[src/rtl/iframe_pkg.sv]
package iframe_pkg;
   // width of one entry of the per-register length table
   localparam int LEN_W = 4;

   typedef enum logic {
      PH_INSTR = 1'b0,
      PH_DATA  = 1'b1
   } phase_e;
endpackage

[src/rtl/iframe_sync.sv]
module iframe_sync #(
   parameter int             W       = 1,
   parameter int             STAGES  = 2,
   parameter logic [W-1:0]   RST_VAL = '0
) (
   input  logic         clk,
   input  logic         rst_n,
   input  logic [W-1:0] d_i,
   output logic [W-1:0] q_o
);
   if (STAGES < 2) begin : g_bad_stages
      $error("iframe_sync needs at least two stages");
   end

   logic [STAGES-1:0][W-1:0] pipe_q;

   always_ff @(posedge clk or negedge rst_n) begin
      if (!rst_n) begin
         pipe_q <= {STAGES{RST_VAL}};
      end else begin
         pipe_q[0] <= d_i;
         for (int s = 1; s < STAGES; s++) begin
            pipe_q[s] <= pipe_q[s-1];
         end
      end
   end

   assign q_o = pipe_q[STAGES-1];
endmodule

[src/rtl/iframe_bank.sv]
module iframe_bank
   import iframe_pkg::*;
#(
   parameter int                     ADDR_W    = 5,
   parameter int                     NREG      = 4,
   parameter int                     MAXB      = 6,
   parameter logic [NREG*LEN_W-1:0]  LEN_TABLE = {4'd6, 4'd4, 4'd2, 4'd1}
) (
   input  logic                   clk,
   input  logic                   rst_n,
   input  logic                   we_i,
   input  logic [ADDR_W-1:0]      waddr_i,
   input  logic [MAXB*8-1:0]      wdata_i,
   input  logic [ADDR_W-1:0]      laddr_i,
   output logic [LEN_W-1:0]       len_o,
   output logic [MAXB*8-1:0]      rdata_o,
   output logic [NREG-1:0]        wr_stb_o,
   output logic [NREG*MAXB*8-1:0] bank_o
);
   localparam int DW = MAXB * 8;

   logic [DW-1:0] view [NREG];

   for (genvar i = 0; i < NREG; i++) begin : g_reg
      localparam int            LEN_I  = int'(LEN_TABLE[i*LEN_W +: LEN_W]);
      localparam logic [DW-1:0] MASK_I = {DW{1'b1}} >> ((MAXB - LEN_I) * 8);

      if (LEN_I < 1 || LEN_I > MAXB) begin : g_bad_len
         $error("register length out of range");
      end

      logic [DW-1:0] val_q;
      logic          stb_q;
      logic          hit;

      assign hit = we_i && (waddr_i == ADDR_W'(i));

      always_ff @(posedge clk or negedge rst_n) begin
         if (!rst_n) begin
            val_q <= '0;
            stb_q <= 1'b0;
         end else begin
            stb_q <= hit;
            if (hit) val_q <= wdata_i & MASK_I;
         end
      end

      assign view[i]              = val_q;
      assign wr_stb_o[i]          = stb_q;
      assign bank_o[i*DW +: DW]   = val_q;
   end

   // length and value lookup; unmapped addresses report length zero
   always_comb begin
      len_o   = '0;
      rdata_o = '0;
      for (int i = 0; i < NREG; i++) begin
         if (laddr_i == ADDR_W'(i)) begin
            len_o   = LEN_TABLE[i*LEN_W +: LEN_W];
            rdata_o = view[i];
         end
      end
   end

   AST_STB_ONEHOT: assert property (@(posedge clk) disable iff (!rst_n)
      $onehot0(wr_stb_o));
endmodule

[src/rtl/iframe_ctrl.sv]
module iframe_ctrl
   import iframe_pkg::*;
#(
   parameter int ADDR_W = 5,
   parameter int MAXB   = 6
) (
   input  logic              clk,
   input  logic              rst_n,
   input  logic              csn_i,
   input  logic              rise_i,
   input  logic              fall_i,
   input  logic              sdi_i,
   input  logic [LEN_W-1:0]  len_i,
   input  logic [MAXB*8-1:0] rdata_i,
   output logic [ADDR_W-1:0] laddr_o,
   output logic [ADDR_W-1:0] waddr_o,
   output logic              we_o,
   output logic [MAXB*8-1:0] wdata_o,
   output logic              sdo_o,
   output logic              oe_o
);
   localparam int DW = MAXB * 8;

   phase_e            phase_q;
   logic              rd_q;
   logic [ADDR_W-1:0] addr_q;
   logic [LEN_W-1:0]  len_q;
   logic [LEN_W-1:0]  byte_q;
   logic [2:0]        bit_q;
   logic [DW-1:0]     sh_q;
   logic [DW-1:0]     sh_nxt;
   logic [DW-1:0]     out_sr_q;
   logic [DW-1:0]     wdata_q;
   logic              we_q;
   logic              sdo_q;
   logic              oe_q;

   assign sh_nxt  = {sh_q[DW-2:0], sdi_i};
   // lookup address is only consumed on the eighth instruction bit
   assign laddr_o = sh_nxt[ADDR_W-1:0];
   assign waddr_o = addr_q;
   assign we_o    = we_q;
   assign wdata_o = wdata_q;
   assign sdo_o   = sdo_q;
   assign oe_o    = oe_q;

   always_ff @(posedge clk or negedge rst_n) begin
      if (!rst_n) begin
         phase_q  <= PH_INSTR;
         rd_q     <= 1'b0;
         addr_q   <= '0;
         len_q    <= '0;
         byte_q   <= '0;
         bit_q    <= '0;
         sh_q     <= '0;
         out_sr_q <= '0;
         wdata_q  <= '0;
         we_q     <= 1'b0;
         sdo_q    <= 1'b0;
         oe_q     <= 1'b0;
      end else begin
         we_q <= 1'b0;
         if (csn_i) begin
            phase_q <= PH_INSTR;
            bit_q   <= '0;
            byte_q  <= '0;
            oe_q    <= 1'b0;
            sdo_q   <= 1'b0;
         end else if (rise_i) begin
            sh_q  <= sh_nxt;
            bit_q <= bit_q + 3'd1;
            if (bit_q == 3'd7) begin
               if (phase_q == PH_INSTR) begin
                  rd_q     <= sh_nxt[7];
                  addr_q   <= sh_nxt[ADDR_W-1:0];
                  len_q    <= len_i;
                  byte_q   <= '0;
                  sh_q     <= '0;
                  out_sr_q <= rdata_i << ((MAXB - int'(len_i)) * 8);
                  if (len_i != '0) phase_q <= PH_DATA;
               end else begin
                  byte_q <= byte_q + 1'b1;
                  if (byte_q == len_q - 1'b1) begin
                     phase_q <= PH_INSTR;
                     byte_q  <= '0;
                     oe_q    <= 1'b0;
                     if (!rd_q) begin
                        we_q    <= 1'b1;
                        wdata_q <= sh_nxt;
                     end
                  end
               end
            end
         end else if (fall_i && phase_q == PH_DATA && rd_q) begin
            sdo_q    <= out_sr_q[DW-1];
            out_sr_q <= out_sr_q << 1;
            oe_q     <= 1'b1;
         end
      end
   end

   AST_DESEL_RESTARTS: assert property (@(posedge clk) disable iff (!rst_n)
      csn_i |=> (phase_q == PH_INSTR && bit_q == 3'd0 && !oe_q));
   AST_SHIFT_ON_RISE: assert property (@(posedge clk) disable iff (!rst_n)
      (!rise_i && !csn_i) |=> $stable(bit_q));
   AST_LAUNCH_ON_FALL: assert property (@(posedge clk) disable iff (!rst_n)
      (!fall_i && !csn_i) |=> $stable(sdo_q));
   AST_COMMIT_AFTER_RISE: assert property (@(posedge clk) disable iff (!rst_n)
      we_q |-> $past(rise_i));
   AST_DATA_LEN_NONZERO: assert property (@(posedge clk) disable iff (!rst_n)
      (phase_q == PH_DATA) |-> (len_q != '0));
   AST_DRIVE_ONLY_READ: assert property (@(posedge clk) disable iff (!rst_n)
      oe_q |-> rd_q);
endmodule

[src/rtl/iframe_regport.sv]
module iframe_regport
   import iframe_pkg::*;
#(
   parameter int                     ADDR_W      = 5,
   parameter int                     NREG        = 4,
   parameter int                     MAXB        = 6,
   parameter logic [NREG*LEN_W-1:0]  LEN_TABLE   = {4'd6, 4'd4, 4'd2, 4'd1},
   parameter int                     SYNC_STAGES = 2
) (
   input  logic                   clk,
   input  logic                   rst_n,
   input  logic                   wire3_i,
   input  logic                   csn_i,
   input  logic                   sclk_i,
   input  logic                   sdio_i,
   output logic                   sdio_o,
   output logic                   sdio_oe,
   output logic                   sdo_o,
   output logic [NREG-1:0]        wr_stb_o,
   output logic [NREG*MAXB*8-1:0] bank_o
);
   localparam int DW = MAXB * 8;

   if (ADDR_W < 1 || ADDR_W > 7) begin : g_bad_addr
      $error("address field must fit below the direction bit");
   end
   if (NREG < 1 || NREG > (1 << ADDR_W)) begin : g_bad_nreg
      $error("register count does not fit the address field");
   end
   if (MAXB < 1 || MAXB >= (1 << LEN_W)) begin : g_bad_maxb
      $error("maximum register width out of range");
   end

   logic [2:0]        pins_s;
   logic              csn_s, sclk_s, sdi_s, sclk_q;
   logic              rise, fall;
   logic [LEN_W-1:0]  len;
   logic [DW-1:0]     rdata, wdata;
   logic [ADDR_W-1:0] laddr, waddr;
   logic              we, sdo, oe;

   iframe_sync #(.W(3), .STAGES(SYNC_STAGES), .RST_VAL(3'b100)) u_sync (
      .clk   (clk),
      .rst_n (rst_n),
      .d_i   ({csn_i, sclk_i, sdio_i}),
      .q_o   (pins_s)
   );
   assign {csn_s, sclk_s, sdi_s} = pins_s;

   always_ff @(posedge clk or negedge rst_n) begin
      if (!rst_n) sclk_q <= 1'b0;
      else        sclk_q <= sclk_s;
   end

   assign rise = !csn_s &&  sclk_s && !sclk_q;
   assign fall = !csn_s && !sclk_s &&  sclk_q;

   iframe_ctrl #(.ADDR_W(ADDR_W), .MAXB(MAXB)) u_ctrl (
      .clk     (clk),
      .rst_n   (rst_n),
      .csn_i   (csn_s),
      .rise_i  (rise),
      .fall_i  (fall),
      .sdi_i   (sdi_s),
      .len_i   (len),
      .rdata_i (rdata),
      .laddr_o (laddr),
      .waddr_o (waddr),
      .we_o    (we),
      .wdata_o (wdata),
      .sdo_o   (sdo),
      .oe_o    (oe)
   );

   iframe_bank #(.ADDR_W(ADDR_W), .NREG(NREG), .MAXB(MAXB), .LEN_TABLE(LEN_TABLE)) u_bank (
      .clk      (clk),
      .rst_n    (rst_n),
      .we_i     (we),
      .waddr_i  (waddr),
      .wdata_i  (wdata),
      .laddr_i  (laddr),
      .len_o    (len),
      .rdata_o  (rdata),
      .wr_stb_o (wr_stb_o),
      .bank_o   (bank_o)
   );

   assign sdio_o  = sdo;
   assign sdio_oe = wire3_i & oe;
   assign sdo_o   = !wire3_i & oe & sdo;

   AST_WRITE_NEEDS_SELECT: assert property (@(posedge clk) disable iff (!rst_n)
      (|wr_stb_o) |-> $past(!csn_s, 2));
endmodule

[config.mk]
export PLATFORM = sky130hd
export DESIGN_NAME = iframe_regport
export DESIGN_NICKNAME = d
export VERILOG_FILES = /design/src/rtl/iframe_pkg.sv /design/src/rtl/iframe_sync.sv /design/src/rtl/iframe_bank.sv /design/src/rtl/iframe_ctrl.sv /design/src/rtl/iframe_regport.sv
export SDC_FILE = /design/constraint.sdc
export NUM_CORES = 1
export LEC_CHECK = 0
export ABC_CLOCK_PERIOD_IN_PS = 4090
export BUFFER_PORTS_ARGS = -buffer_cell sky130_fd_sc_hd__buf_2
export CORE_MARGIN = 3
export CORE_UTILIZATION = 30
export CTS_BUF_LIST = sky130_fd_sc_hd__clkbuf_16
export CTS_CLUSTER_SIZE = 40
export DETAILED_ROUTE_END_ITERATION = 6
export GPL_TIMING_DRIVEN = 0
export HOLD_SLACK_MARGIN = 0.02
export SETUP_SLACK_MARGIN = 0.05
export SYNTH_ARGS = -nofsm -noshare
export SYNTH_HDL_FRONTEND = slang
export SYNTH_HIERARCHICAL = 1
export SYNTH_SLANG_ARGS = --single-unit
[constraint.sdc]
create_clock -name clk -period 4.09 [get_ports clk]
set_clock_uncertainty 0.15 [all_clocks]
set_input_delay 0.818 -clock clk [delete_from_list [all_inputs] [get_ports clk]]
set_output_delay 0.818 -clock clk [all_outputs]
set_load 0.005 [all_outputs]
## Word level (Yosys, flattened, before mapping)

Index checks and enable logic that the tools add are counted.

- Register bits after elaboration: 279
- Bits of input ports: 6
- Output and inout bits: 199
- Logic and storage cells: 119

- $add $sub $neg: 4
- Equal/unequal tests: 14
- Shift-type cells: 1
- Mux-type cells: 42
- Bitwise gates (word level): 6
- Reduce and logical (&&, ||, !) cells: 29

Operators by type and width:

| cell | number |
|---|---|
| 48-bit two-way mux | 7 |
| 47-bit two-way mux | 2 |
| 48-bit by 32-bit << shifter with 48-bit output | 1 |
| 4-bit two-way mux | 8 |
| 1-bit two-way mux | 22 |
| 5-bit by 2-bit equality test with 1-bit output, second input constant | 4 |
| 4-bit AND reduction | 3 |
| 5-bit by 1-bit equality test with 1-bit output, second input constant | 2 |
| 1-bit logical AND | 10 |
| 5-bit logical NOT | 2 |
| 3-bit by 1-bit inequality test with 1-bit output, second input constant | 3 |
| 8-bit two-way mux | 1 |
| 2-bit nonzero test | 4 |
| 3-bit two-way mux | 2 |
| 2-bit AND reduction | 3 |
| 6-bit AND reduction | 1 |
| 3-bit by 4-bit subtractor with 5-bit output, first input constant | 1 |
| 4-bit by 1-bit adder with 4-bit output, second input constant | 1 |
| 4-bit equality test | 1 |
| 1-bit logical NOT | 4 |
| 2-bit by 1-bit inequality test with 1-bit output, second input constant | 2 |
| 4-bit nonzero test | 1 |
| 4-bit by 1-bit subtractor with 4-bit output, second input constant | 1 |
| 3-bit by 1-bit adder with 3-bit output, second input constant | 1 |
| 5 further kinds | 9 |

## Logic depth before layout (Yosys ltp)

Gate-level depths: netlist of the first run.

- Word-level depth: 11
- Depth in mapped cells: 15
- Mapped depth without buffers: 8

## By module

Netlist of the first run, hierarchy kept.

By module, submodules not included:

| module | instances | cells an instance | area an instance (um2) | sequential area each (um2) |
|---|---|---|---|---|
| iframe_ctrl | 1 | 635 | 7717.4 | 4103.9 |
| iframe_bank | 1 | 454 | 5554.1 | 2702.6 |
| iframe_sync | 1 | 9 | 175.2 | 152.6 |
| iframe_regport | 1 | 5 | 55.1 | 25.0 |

## Worst setup path after synthesis of the first run

No wires, ideal clock.

- Path type: reg2reg
- Start point: register u_ctrl.sh_q[3]
- End point: register u_ctrl.out_sr_q[38]
- Library setup time: 0.135 ns
- Arrival time: 3.649 ns
- Required time: 3.805 ns
- Path slack: 0.156 ns
- Cell stages (with the launch flop): 15
- Path buffers: 7
- Clock period less this slack: 3.934 ns
- Cell sequence: dfrtp_1 > buf_4 > or3_1 > buf_2 > nor3_4 > buf_2 > buf_2 > clkbuf_1 > inv_1 > ha_1 > buf_2 > buf_1 > mux4_2 > a22oi_1 > o22ai_1

- Longest elaborated chain between the ends: 10
- Elaborated cells on any way between the ends: 17
- Classes of those cells: add/sub (1); eq/ne (3); shift (1); mux (11); reduce/logical (1)

RTL lines:

| element | RTL line | text |
|---|---|---|
| from (decl) | iframe_ctrl.sv:30 | `logic [DW-1:0] sh_q;` |
| from (signal assigned) | iframe_ctrl.sv:70 | `sh_q <= sh_nxt;` |
| 5-bit logical NOT | iframe_bank.sv:58 | `if (laddr_i == ADDR_W'(i)) begin` |
| 1-bit two-way mux | iframe_bank.sv:58 |  |
| 4-bit two-way mux (2 in series) | iframe_bank.sv:58 |  |
| 4-bit two-way mux * | iframe_bank.sv:58 |  |
| via len[0] | iframe_regport.sv:37 | `logic [LEN_W-1:0] len;` |
| 3-bit by 4-bit subtractor with 5-bit output * | iframe_ctrl.sv:79 | `out_sr_q <= rdata_i << ((MAXB - int'(len_i)) * 8);` |
| 48-bit by 32-bit << shifter with 48-bit output * | iframe_ctrl.sv:79 |  |
| 48-bit two-way mux * | iframe_ctrl.sv:73 | `if (phase_q == PH_INSTR) begin` |
| 48-bit two-way mux * | iframe_ctrl.sv:72 | `if (bit_q == 3'd7) begin` |
| 48-bit two-way mux * | iframe_ctrl.sv:69 | `end else if (rise_i) begin` |
| to (signal assigned) | iframe_ctrl.sv:79 |  |
| to (signal assigned) | iframe_ctrl.sv:96 | `out_sr_q <= out_sr_q << 1;` |
| to (decl) | iframe_ctrl.sv:32 | `logic [DW-1:0] out_sr_q;` |

The timed path passes the listed nets; every way through them passes the cells marked *. The select of a mux whose other input is x is not followed.
A chain may end at the register's enable or synchronous reset.

## Worst setup path in the final report of the first run

- Start point: register u_ctrl.sh_q[3]
- End point: register u_ctrl.out_sr_q[39]

Same word-level chain as after synthesis.

==> results.cfg, run 1 <==
[finish]
fillers = 4395
nets = 1351
drive_above_1_share = 0.367
syn2layout_area_growth_pct = 20.4
seq_area_mm2 = 0.00698
post-route-util = 0.367
multi_input_area_mm2 = 0.00568
diodes = 0

[drt]
wl_per_cell_um = 18.0
vias = 9257
ant_nets = 0
drt_iter0_drc = 623
wirelength_um = 35200
firstDrtPassIters = 5
avgViaCountPerCell = 4.74
drc = 0

[timing]
fin_crit_ps = 3820
fin_ws_ps = 273
setup_viol = 0
relSlewSlack = 0.263
drv_slew = 0
worst_slew_pin_slew_ps = 1090
fmax_ghz = 0.262
final_hold_viol_count = 0
post-route-period-util = 0.933
rsz0062_at_grt = no

[synth]
yosysTopAreaCell = dfrtp_1
syn_avg_cell_area_um2 = 12.2
synth.most_common_cell = dfrtp_1
synth_edf_count = 0
synth_cells = 1103
synthTopCellsByArea = dfrtp_1 (51%), mux2_2 (13%), buf_4 (5.7%), a22o_1 (4.1%), mux4_2 (2.7%)
synth_common_cells = dfrtp_1 (277), mux2_2 (150), buf_4 (102), a22o_1 (63), a21oi_1 (49)
synth_top_flop_cell = dfrtp_1
netlist.area_leader.share = 0.513
synth_warnings = 6
synth_area_mm2 = 0.0135
ys_seq_elements = 279
synthDistinctLibCells = 55
async_flop_share = 1.00
seq_area_frac_synth = 0.517

[floorplan]
rows = 77
top_level_ports = 205
core-area_mm2 = 0.0443
die_w_um = 218
initial_utilization = 0.305
die_y_um = 218
die_area_mm2 = 0.0476

[setup_path]
slowest_stage = dfrtp_1
cp-startpoint = u_ctrl/sh_q[3]
cp_common_cell = buf_2
cp_top_family = buffers and inverters
crit_chain = buf_4, or3_1, buf_2, nor3_4, buf_2, buf_6, inv_1, ha_1, buf_2, buf_2, mux4_2, a22oi_1, o22ai_1
rr_startpoint = u_ctrl/sh_q[3]
path_max_fanout = 19
cpPeakStageDelay_ps = 450
worstPathArrival_ps = 4090
worst-path-buf-inv = 7
end_kind = flip-flop
worstSetupStartpointType = flip-flop
crit_required_ps = 4360
worstSetupPathType = flip-flop to flip-flop
reg2reg_slack_ps = 270

[clocking]
cts_hold_buf = 0
ctsLongestPathBuffers = 3
htreeDepth = 1
clock-sinks = 279
clk_pin_slew_ps = 70
cts_inserted_buffers = 28
cts_tree = done
insertion_delay_ps = 550
clockRootBuffer = clkbuf_16

[flow_run]
drv_cap = 0

[place]
dpl.hpwl_um = 25900
io_buffers = 116
pre_cts_ws_ps = -850
gp_congestion = 0.880

[power_and_ir_drop]
power.leakage_uw = 0.00820
ir_drop_mv = 0.282
power_density_mw_per_mm2 = 392
finalPower_uw = 6370

[grt]
grt-ovfl-total = 0
antenna_found_initial = 0
grt_max_degree = 121
first_global_vias = 9046
grt_pass1_wl_um = 54800
track_usage = 0.146

[min_path]
hold_path.class = input pin to async pin

[outcome]
outcome = finished, final reports clean
## layout make-up
cell class              instances  share of cell area
multi-input cells             716               0.349
inverters                      20             0.00462
repair buffers                119              0.0402
well taps                     592              0.0455
flip-flops and latches        279               0.429
plain buffers                 175              0.0682
clock buffers                  29              0.0446
clock inverters                23              0.0184
## registers in the layout, indices dropped and copies added, names as in the netlist, 3 cells and up
| name | cells |
|---|---|
| u_ctrl/len_q | 4 |
| u_ctrl/wdata_o | 48 |
| u_ctrl/bit_q | 3 |
| u_ctrl/waddr_o | 5 |
| u_ctrl/sh_q | 47 |
| u_bank/g.val_q | 104 |
| u_sync/pipe_q | 3 |
| u_ctrl/byte_q | 4 |
| u_bank/g.stb_q | 4 |
| u_ctrl/out_sr_q | 48 |
| u_sync/q_o | 3 |
## metrics by stage
step,hold WS [ps],setup TNS [ps],cells,cell area [um2]
global route,40.2,0,1953,16300
global placement,185,-879310,1899,15200
finish,29.2,0,1953,16300
CTS,27.1,0,1953,16300
detailed placement,186,-26780,1901,15200
floorplan,181,0,1191,13800
## final timing paths
check / to / cells past startpoint
max: u_ctrl/out_sr_q[39] / 13
min: u_bank/g_reg[3].val_q[22] / 1
max reg2reg: u_ctrl/out_sr_q[39] / 13
max in group asynchronous: u_ctrl/wdata_o[8] / 2
min in group clk: u_sync/q_o[0] / 0
min reg2reg: u_sync/q_o[0] / 0
## layer usage
| metal | GRT usage | wire [um] | vias to the layer above |
|---|---|---|---|
| met3 | 0.0232 | 1830 | 41 |
| met2 | 0.243 | 17000 | 247 |
| met1 | 0.197 | 15600 | 4684 |
| li1 | - | - | 4285 |
| met4 | 0.0391 | 723 | 0 |
| met5 | 0 | 0 | - |
## layout by cell type (no fill, tap or decap), types with 5 or more instances in the layout
master | Yosys | layout
o211ai_1 | 11 | 11
nand2b_1 | 5 | 5
nand3b_1 | 12 | 12
clkbuf_1 | 33 | 32
nor2_1 | 40 | 40
mux2_2 | 150 | 150
o2bb2ai_1 | 8 | 8
mux2_4 | 18 | 18
ha_1 | 6 | 6
nand2_1 | 41 | 41
mux4_2 | 16 | 16
mux2i_1 | 35 | 35
dfrtp_1 | 277 | 277
clkbuf_16 | 0 | 29
o22ai_1 | 16 | 16
conb_1 | 1 | 89
and2_1 | 22 | 22
nor2b_1 | 11 | 11
a21oi_1 | 49 | 49
buf_4 | 102 | 103
nand3_1 | 15 | 15
clkinv_2 | 0 | 9
o21ai_0 | 33 | 33
bufinv_16 | 0 | 7
a22o_1 | 63 | 63
inv_1 | 19 | 20
a22oi_1 | 16 | 16
a32oi_1 | 16 | 16
buf_1 | 8 | 6
buf_2 | 30 | 146
## power by group
part           leakage (uW)  internal (uW)  total [uW]  switching [uW]
clock              0.000509           1730        2840            1100
combinational       0.00407            271         734             463
sequential          0.00363           2780        2800            20.2
total               0.00820           4780        6370            1590
## timing repair
item | CTS | global route
resized for setup | 4 | 1
pin swaps | 1 | 0
gates cloned | 0 | 0
setup buffers | 1 | 0
setup endpoints to repair | 48 | 15
## cell families (layout without fill, tap and decap cells)
logic type,Yosys count,count (layout),share of synthesized area
multiplexers,219,219,0.198
flip-flops,279,279,0.517
AO/OA/AOI/OAI,220,220,0.114
buffers and inverters,196,366,0.0873
adder cells (fa/ha/maj),6,6,0.00556
XOR/XNOR,7,7,0.00565
other,1,89,0.000278
AND/OR/NAND/NOR,175,175,0.0722
No activity file was read; power rests on OpenSTA's default activity.
==> run 2, diff against run 1 <==
SYNTH_HIERARCHICAL = unset   (was 1)
==> results.cfg, run 2 <==
[outcome]
outcome = finished, final reports clean

[floorplan]
top_level_ports = 205
rows = 75
die_w_um = 214
die_area_mm2 = 0.0456
core-area_mm2 = 0.0422
initial_utilization = 0.306
die_y_um = 214

[synth]
synthTopCellsByArea = dfrtp_1 (53%), mux2_2 (15%), buf_4 (5.3%), nand2_1 (4.3%), mux2i_1 (2.6%)
synth_top_flop_cell = dfrtp_1
synth.most_common_cell = dfrtp_1
seq_area_frac_synth = 0.538
synthDistinctLibCells = 61
synth_common_cells = dfrtp_1 (276), mux2_2 (171), nand2_1 (147), buf_4 (92)
yosysTopAreaCell = dfrtp_1
synth_cells = 1116
synth_area_mm2 = 0.0129
netlist.area_leader.share = 0.534
synth_edf_count = 0
synth_warnings = 0
syn_avg_cell_area_um2 = 11.6
ys_seq_elements = 278
async_flop_share = 1.00

[timing]
worst_slew_pin_slew_ps = 1050
relSlewSlack = 0.299
rsz0062_at_grt = no
setup_viol = 0
fin_ws_ps = 321
fin_crit_ps = 3770
holdWs_ps = 110
fmax_ghz = 0.265
drv_slew = 0
post-route-period-util = 0.922
final_hold_viol_count = 0

[place]
pre_cts_ws_ps = -603
io_buffers = 116
placed_area_mm2 = 0.0146
dpl.hpwl_um = 26900
gp_congestion = 0.916

[drt]
drt_iter0_drc = 647
vias = 9361
avgViaCountPerCell = 4.91
wl_per_cell_um = 19.1
wirelength_um = 36500
ant_nets = 0
drc = 0
firstDrtPassIters = 5

[setup_path]
crit_required_ps = 4380
crit_end = u_ctrl.out_sr_q[33]
timing.rr.end = u_ctrl.out_sr_q[33]
r2r_cells = 10
end_kind = flip-flop
worstPathArrival_ps = 4050
worstSetupPathType = flip-flop to flip-flop
rr_startpoint = u_sync.q_o[0]
worstSetupStartpointType = flip-flop
path_max_fanout = 19
reg2reg_slack_ps = 320
cp-startpoint = u_sync.q_o[0]

[clocking]
clock-sinks = 278
clk_pin_slew_ps = 60
htreeDepth = 1
ctsLongestPathBuffers = 3
cts_tree = done
insertion_delay_ps = 550
clockRootBuffer = clkbuf_16
cts_inserted_buffers = 29

[finish]
fillers = 4208
syn2layout_area_growth_pct = 19.0
drive_above_1_share = 0.323
nets = 1362
diodes = 0
final_cell_mix = dfrtp_1 (276), mux2_2 (171), nand2_1 (147)
fin_area_mm2 = 0.0154
largest_register_ffs = 104
mostFrequentLayoutCell = dfrtp_1
regMostFlops = u_bank.g.val_q

[min_path]
hold_path.class = input pin to async pin

[power_and_ir_drop]
power_density_mw_per_mm2 = 366
power.leakage_uw = 0.00809
ir_drop_mv = 0.277

[grt]
grt-ovfl-total = 0
antenna_found_initial = 0
grt_max_degree = 115
grt_pass1_wl_um = 55300
track_usage = 0.157
first_global_vias = 9136

[flow_run]
drv_cap = 0
[run 2: cell count changes after synthesis, moves of 14 or more]
cell,before,now
a32oi_1,16,2
buf_2,30,6
nand2_1,41,147
and2_1,22,2
clkbuf_1,33,56
mux2_4,18,0
a21oi_1,49,30
nand3_1,15,56
a22o_1,63,0
mux2_2,150,171
[run 2: area by class of cell]
cell class                 instances  area, um2  area share
sequential                       278       6960       0.453
inverter                          13       48.8     0.00317
tap                              539        674      0.0439
clock buffer                      29        726      0.0472
buffer                           162        991      0.0644
clock inverter                    19       76.3     0.00496
multi-input combinational        749       5260       0.342
timing repair buffer             118        646      0.0420
[run 2: how the worst min path moves through the flow]
| stage | from | to | slack (ps) | cells after the start |
|---|---|---|---|---|
| detailed placement | u_sync.pipe_q[0] | u_sync.q_o[0] | 190 | 0 |
| global placement | u_sync.pipe_q[0] | u_sync.q_o[0] | 190 | 0 |
| floorplan | u_sync.pipe_q[0] | u_sync.q_o[0] | 180 | 0 |
| finish | rst_n | u_bank.g_reg[3].stb_q | 110 | 1 |
| CTS | rst_n | u_bank.g_reg[3].val_q[26] | 150 | 1 |
| global route | rst_n | u_bank.g_reg[2].stb_q | 170 | 1 |
[run 2: per-stage QoR]
step	TNS [ps]	cells	power, uW	util
floorplan	0	1203	3160	-
global placement	-870050	1858	3330	0.343
detailed placement	-18910	1860	3340	0.345
CTS	0	1907	5670	0.364
global route	0	1907	5850	0.364
finish	0	1907	5630	0.364
[run 2: repair_timing]
item | CTS | global route
gates resized for setup | 1 | 7
hold buffers | 0 | 0
setup endpoints to repair | 48 | 29
setup buffers | 0 | 0
hold endpoints to repair | 0 | 0
pin swaps | 0 | 0
[run 2: critical path, stage by stage, from the launching register on]
cell	delay (ps)
dfrtp_1	320
clkbuf_1	400
clkbuf_2	410
clkbuf_4	470
nand2_1	130
ha_1	390
clkbuf_1	450
mux2_2	400
a22oi_1	210
o21ai_0	120
o22a_1	190
[run 2: routing by layer]
metal  up-vias  part of all wire  global-route usage  wire length [um]
met5         -                 0                   0                 0
met4         0             0.034              0.0552              1240
met3        60             0.048              0.0184              1770
met2       292              0.49               0.268             17800
met1      4743              0.43               0.207             15700
li1       4266                 -                   -                 -
[run 2: where the power goes]
group          total, uW  switching [uW]  internal (uW)
clock network       2320            1060           1260
logic                506             352            153
registers           2800            21.6           2780
total               5630            1440           4190
[run 2: kinds of logic after synthesis]
family | share of synthesized area
muxes | 0.191
xor gates and xnor gates | 0.00339
AOI/OAI and AO/OA | 0.0835
DFF | 0.538
and+or+nand+nor | 0.0983
buffers and inverters | 0.0802
other | 0.000290
adders and majority gates | 0.00484
